--- config.mk ---
export PLATFORM = sky130hd
export DESIGN_NAME = irq_trap_seq
export DESIGN_NICKNAME = d
export VERILOG_FILES = /design/src/rtl/seq_pkg.sv /design/src/rtl/seq_vec_addr.sv /design/src/rtl/seq_mem_port.sv /design/src/rtl/seq_fsm.sv /design/src/rtl/irq_trap_seq.sv
export SDC_FILE = /design/constraint.sdc
export NUM_CORES = 1
export LEC_CHECK = 0
export BUFFER_PORTS_ARGS = -buffer_cell sky130_fd_sc_hd__buf_2
export CELL_PAD_IN_SITES_DETAIL_PLACEMENT = 1
export CELL_PAD_IN_SITES_GLOBAL_PLACEMENT = 2
export CORE_UTILIZATION = 31
export DETAILED_ROUTE_END_ITERATION = 10
export MAX_ROUTING_LAYER = met4
export PLACE_DENSITY = 0.93
export SYNTH_ARGS = -nofsm -noshare
export SYNTH_HDL_FRONTEND = slang
export SYNTH_SLANG_ARGS = --single-unit
--- constraint.sdc ---
create_clock -name clk -period 2.5 [get_ports clk]
set_input_delay 0.625 -clock clk [delete_from_list [all_inputs] [get_ports clk]]
set_output_delay 0.625 -clock clk [all_outputs]
set_load 0.02 [all_outputs]
--- src/rtl/seq_pkg.sv ---
package seq_pkg;

  typedef enum logic [2:0] {
    ST_RUN,
    ST_SAVE,
    ST_HVEC,
    ST_TVEC,
    ST_RLOAD
  } seq_state_e;

  typedef enum logic [1:0] {
    VA_SAVE,
    VA_HANDLER,
    VA_TRAP
  } vec_sel_e;

endpackage

--- src/rtl/seq_vec_addr.sv ---
module seq_vec_addr
  import seq_pkg::*;
#(
  parameter int AW           = 16,
  parameter int TW           = 4,
  parameter int SAVE_ADDR    = 0,
  parameter int HANDLER_ADDR = 1,
  parameter int TRAP_BASE    = 1000
) (
  input  vec_sel_e        sel,
  input  logic [TW-1:0]   trap_num,
  output logic [AW-1:0]   addr
);

  localparam int              TBL_SIZE = 1 << TW;
  localparam bit              ALIGNED  = (TRAP_BASE % TBL_SIZE) == 0;
  localparam logic [AW-1:0]   BASE_V   = AW'(TRAP_BASE);

  logic [AW-1:0] trap_addr;

  generate
    if (ALIGNED) begin : g_concat
      assign trap_addr = {BASE_V[AW-1:TW], trap_num};
    end else begin : g_add
      assign trap_addr = BASE_V + AW'(trap_num);
    end
  endgenerate

  always_comb begin
    case (sel)
      VA_HANDLER: addr = AW'(HANDLER_ADDR);
      VA_TRAP:    addr = trap_addr;
      default:    addr = AW'(SAVE_ADDR);
    endcase
  end

endmodule

--- src/rtl/seq_mem_port.sv ---
module seq_mem_port #(
  parameter int AW = 16
) (
  input  logic          clk,
  input  logic          rst,
  input  logic          start,
  input  logic          start_we,
  input  logic [AW-1:0] start_addr,
  input  logic [AW-1:0] start_wdata,
  input  logic          mem_ack,
  output logic          mem_req,
  output logic          mem_we,
  output logic [AW-1:0] mem_addr,
  output logic [AW-1:0] mem_wdata,
  output logic          done
);

  assign done = mem_req & mem_ack;

  always_ff @(posedge clk) begin
    if (rst) begin
      mem_req   <= 1'b0;
      mem_we    <= 1'b0;
      mem_addr  <= '0;
      mem_wdata <= '0;
    end else if (start) begin
      mem_req   <= 1'b1;
      mem_we    <= start_we;
      mem_addr  <= start_addr;
      mem_wdata <= start_wdata;
    end else if (done) begin
      mem_req   <= 1'b0;
      mem_we    <= 1'b0;
    end
  end

endmodule

--- src/rtl/seq_fsm.sv ---
module seq_fsm
  import seq_pkg::*;
#(
  parameter int AW       = 16,
  parameter int START_PC = 256,
  parameter int STEP     = 1
) (
  input  logic          clk,
  input  logic          rst,
  input  logic          instr_done,
  input  logic          trap_req,
  input  logic          rti_req,
  input  logic          irq_req,
  input  logic          halt_req,
  input  logic          mem_done,
  input  logic [AW-1:0] mem_rdata,
  output logic          start,
  output logic          start_we,
  output vec_sel_e      vec_sel,
  output logic [AW-1:0] pc_next_seq,
  output logic [AW-1:0] pc,
  output logic          sup_mode,
  output logic          int_en,
  output logic          halted,
  output logic          busy
);

  seq_state_e state;
  logic       idle_ok;
  logic       take_irq;

  assign pc_next_seq = pc + AW'(STEP);
  assign busy        = (state != ST_RUN);
  assign idle_ok     = (state == ST_RUN) && !halted;
  assign take_irq    = instr_done && irq_req && int_en;

  always_comb begin
    start    = 1'b0;
    start_we = 1'b0;
    vec_sel  = VA_SAVE;
    if (idle_ok) begin
      if (rti_req) begin
        start = 1'b1;
      end else if (trap_req) begin
        start   = 1'b1;
        vec_sel = VA_TRAP;
      end else if (take_irq) begin
        start    = 1'b1;
        start_we = 1'b1;
      end
    end else if (state == ST_SAVE && mem_done) begin
      start   = 1'b1;
      vec_sel = VA_HANDLER;
    end
  end

  always_ff @(posedge clk) begin
    if (rst) begin
      state    <= ST_RUN;
      pc       <= AW'(START_PC);
      sup_mode <= 1'b1;
      int_en   <= 1'b0;
      halted   <= 1'b0;
    end else begin
      if (halt_req) halted <= 1'b1;
      case (state)
        ST_RUN: begin
          if (!halted) begin
            if (rti_req) begin
              state <= ST_RLOAD;
            end else if (trap_req) begin
              state <= ST_TVEC;
            end else if (instr_done) begin
              pc <= pc_next_seq;
              if (take_irq) begin
                int_en <= 1'b0;
                state  <= ST_SAVE;
              end
            end
          end
        end
        ST_SAVE: begin
          if (mem_done) state <= ST_HVEC;
        end
        ST_HVEC: begin
          if (mem_done) begin
            pc    <= mem_rdata;
            state <= ST_RUN;
          end
        end
        ST_TVEC: begin
          if (mem_done) begin
            pc       <= mem_rdata;
            sup_mode <= 1'b1;
            state    <= ST_RUN;
          end
        end
        ST_RLOAD: begin
          if (mem_done) begin
            pc       <= mem_rdata;
            int_en   <= 1'b1;
            sup_mode <= 1'b0;
            state    <= ST_RUN;
          end
        end
        default: state <= ST_RUN;
      endcase
    end
  end

endmodule

--- src/rtl/irq_trap_seq.sv ---
module irq_trap_seq
  import seq_pkg::*;
#(
  parameter int AW           = 16,
  parameter int TW           = 4,
  parameter int START_PC     = 256,
  parameter int STEP         = 1,
  parameter int SAVE_ADDR    = 0,
  parameter int HANDLER_ADDR = 1,
  parameter int TRAP_BASE    = 1000
) (
  input  logic          clk,
  input  logic          rst,
  input  logic          instr_done,
  input  logic          trap_req,
  input  logic [TW-1:0] trap_num,
  input  logic          rti_req,
  input  logic          irq_req,
  input  logic          halt_req,
  output logic          mem_req,
  output logic          mem_we,
  output logic [AW-1:0] mem_addr,
  output logic [AW-1:0] mem_wdata,
  input  logic          mem_ack,
  input  logic [AW-1:0] mem_rdata,
  output logic [AW-1:0] pc,
  output logic          sup_mode,
  output logic          int_en,
  output logic          halted,
  output logic          busy
);

  logic          start;
  logic          start_we;
  vec_sel_e      vec_sel;
  logic [AW-1:0] start_addr;
  logic [AW-1:0] pc_next_seq;
  logic          mem_done;

  seq_fsm #(
    .AW(AW), .START_PC(START_PC), .STEP(STEP)
  ) u_fsm (
    .clk(clk), .rst(rst),
    .instr_done(instr_done), .trap_req(trap_req), .rti_req(rti_req),
    .irq_req(irq_req), .halt_req(halt_req),
    .mem_done(mem_done), .mem_rdata(mem_rdata),
    .start(start), .start_we(start_we), .vec_sel(vec_sel),
    .pc_next_seq(pc_next_seq),
    .pc(pc), .sup_mode(sup_mode), .int_en(int_en),
    .halted(halted), .busy(busy)
  );

  seq_vec_addr #(
    .AW(AW), .TW(TW), .SAVE_ADDR(SAVE_ADDR),
    .HANDLER_ADDR(HANDLER_ADDR), .TRAP_BASE(TRAP_BASE)
  ) u_vec (
    .sel(vec_sel), .trap_num(trap_num), .addr(start_addr)
  );

  seq_mem_port #(
    .AW(AW)
  ) u_port (
    .clk(clk), .rst(rst),
    .start(start), .start_we(start_we),
    .start_addr(start_addr), .start_wdata(pc_next_seq),
    .mem_ack(mem_ack),
    .mem_req(mem_req), .mem_we(mem_we),
    .mem_addr(mem_addr), .mem_wdata(mem_wdata),
    .done(mem_done)
  );

endmodule

==> metrics <==
CTS tree done; die height 92.14 um; layout cell share with drive strength beyond 1 32.97%; worst clock skew 0.007719 ns; die width 92.14 um; startpoint types flip-flop; Post-Place Cells 458; FF+latch count, synth 46; Pre-antenna DRT Iters 4; vias per inst 4.916; Pleak 0.001229 uW; max frequency 459.4 MHz; routability congestion estimate 0.7955; global route total overflow 0; DP Worst Slack 0.4275 ns; first-pass GRT wire length 10740 um; fin crit share 87.07%; DRC 0; clock period minus worst slack 2.177 ns; WL final 6534 um; relative slew slack 66.31%; post-synth cell types 54; critical path's largest stage delay 0.47 ns; cts repair resizes 0; DR WL/cell 14.02 um; Initial DRC Count 74; number of port buffers 75; Rows 32; fin cells 466; top cell type's share of synthesized area 36.56%; CTS Buffer Depth 2; DPL Wire Length 5036 um; Setup crit end kind primary output; P&R area growth vs syn 18.98%; total number of vias 2291; area of the multi-input gates 1399 um^2; clk_lat worst skew 0.30 ns; Reg clk slew, reported paths 0.09 ns; Root Driver clkbuf_8; status finished, final reports clean; Syn Area/Cell 8.480 um^2; Yosys warnings 0; Layout fillers 953; die area 8489 um^2; endpoints failing setup 0; critical-path maximum fanout 12; largest net degree at the start of global routing 31; Core Area 7807 um^2; Hold-fix buffers, CTS 0; Synth area leader dfxtp_1; ys async rst share 0%; vias in the first global route 2264; RSZ-0062 raised after global routing no; CP Buf/Inv Count 2; I/O pin count 82; total setup buffers inserted after CTS 0; critical path's top delay family flip-flops; synth top area cells dfxtp_1 (37%), nor2_1 (6.9%), buf_4 (4.2%), a211oi_1 (3.6%), nand2_1 (3.6%); Worst EP required 1.88 ns; fin. max-slew vios 0; Mapped Cells 297; Nets 392; Total Routing Usage GR 16.28%; number of synthesized flops with an enable pin 0; TritonCTS Buffers 5; Arr. time, crit path 1.55 ns; # Max-Cap Violations 0; CP max-delay cell dfxtp_1; PwrDens 596.3 nW/um^2; Setup TNS Final 0 ns; register area 920.9 um^2; ys flop type dfxtp_1; most frequent cells in the layout buf_2 (75), nor2_1 (46), dfxtp_1 (46); Syn Std Cell Area 2519 um^2; antenna cells 0; crit path cell chain nor3_1 -> inv_1 -> buf_2; Peak supply drop 0.0001796 V; count of final hold-check violations 0; worst-margin pin slew 0.5046 ns; Final Worst Setup Slack 0.3232 ns; H-tree depth 2; starting density of the core 32.26%; leading cell type in the layout, fill and taps excluded buf_2; register area share after synthesis 36.56%; clock sinks 46; post-route ant nets 0; Worst Hold Class reg -> reg; antenna violations before repair 0; CP Class reg -> out
-- metrics by stage --
step | power, uW | cell area (um^2) | util (%) | hold WS [ns]
floorplan | 1206 | 2537 | - | 0.5340
global placement | 1322 | 2905 | 37.21 | 0.4502
detailed placement | 1334 | 2905 | 37.21 | 0.4589
CTS | 1811 | 2997 | 38.38 | 0.4686
global route | 1889 | 2997 | 38.38 | 0.4910
finish | 1787 | 2997 | 38.38 | 0.4642
-- worst paths after layout --
check | cells after the start | slack (ns) | endpoint | from
worst max-delay path | 3 | 0.32 | busy | u_fsm.state[2]$_SDFFE_PP0P_
worst min-delay path | 2 | 0.46 | u_port.mem_wdata[1]$_SDFFE_PP0P_ | u_port.mem_wdata[1]$_SDFFE_PP0P_
worst min register to register | 2 | 0.46 | u_port.mem_wdata[1]$_SDFFE_PP0P_ | u_port.mem_wdata[1]$_SDFFE_PP0P_
worst max register to register | 6 | 0.43 | u_fsm.pc[1]$_SDFFE_PP0P_ | u_fsm.state[2]$_SDFFE_PP0P_
-- cell type report --
class	instances	area share [%]
multi-input combinational	222	46.68
sequential	46	30.73
timing repair buffer	84	14.78
tap	102	4.259
clock buffer	7	2.881
inverter	4	0.5010
clock inverter	1	0.1670
-- metal layers --
| metal | share of wire (%) | vias up | GRT usage, % |
|---|---|---|---|
| met3 | 4.4 | 7 | 2.819 |
| met2 | 46 | 58 | 25.93 |
| met5 | 0 | - | - |
| met4 | 1.2 | 0 | 4.688 |
| li1 | - | 1168 | - |
| met1 | 48 | 1058 | 21.15 |
-- worst reg2reg max path: stages (launching register included) --
cell and delay, ns:
dfxtp_1 0.65, nor3b_2 0.33, or2_1 0.24, buf_4 0.27
a21o_1 0.22, nor2_1 0.05, a311oi_1 0.23
-- sequential cells by signal (all words and copies together), names as in the netlist --
| register | flops |
|---|---|
| u_fsm.sup_mode | 1 |
| u_port.mem_req | 1 |
| u_port.mem_wdata | 16 |
| u_fsm.halted | 1 |
| u_fsm.int_en | 1 |
| u_fsm.pc | 16 |
| u_port.mem_we | 1 |
| u_fsm.state | 3 |
| u_port.mem_addr | 6 |
-- synth_stat cells, drive strengths merged (8+ instances only) --
cell,number
nor3,10
o21ai,10
a211oi,14
nand3,9
xnor2,8
nor2,47
a21oi,24
dfxtp,46
a21o,8
nand2,24
buf,24
-- kinds of logic (layout without fill, tap and decap cells) --
kind of cell	after synthesis	count (layout)	share of synthesized area (%)
AND/OR/NAND/NOR	122	122	25.48
AO/OA/AOI/OAI	79	79	23.80
flip-flops	46	46	36.56
buffers and inverters	34	96	8.643
XOR/XNOR	14	14	4.868
adder cells (fa/ha/maj)	1	1	0.4967
other	1	6	0.1489
-- where the power goes --
group / switching (uW) / internal, uW / leakage (uW)
clock: 255 / 224 / 0.0000482
combinational: 300 / 165 / 0.000806
sequential: 55.1 / 788 / 0.000375
total: 610 / 1180 / 0.00123
Power figures use the tool's default switching activity.
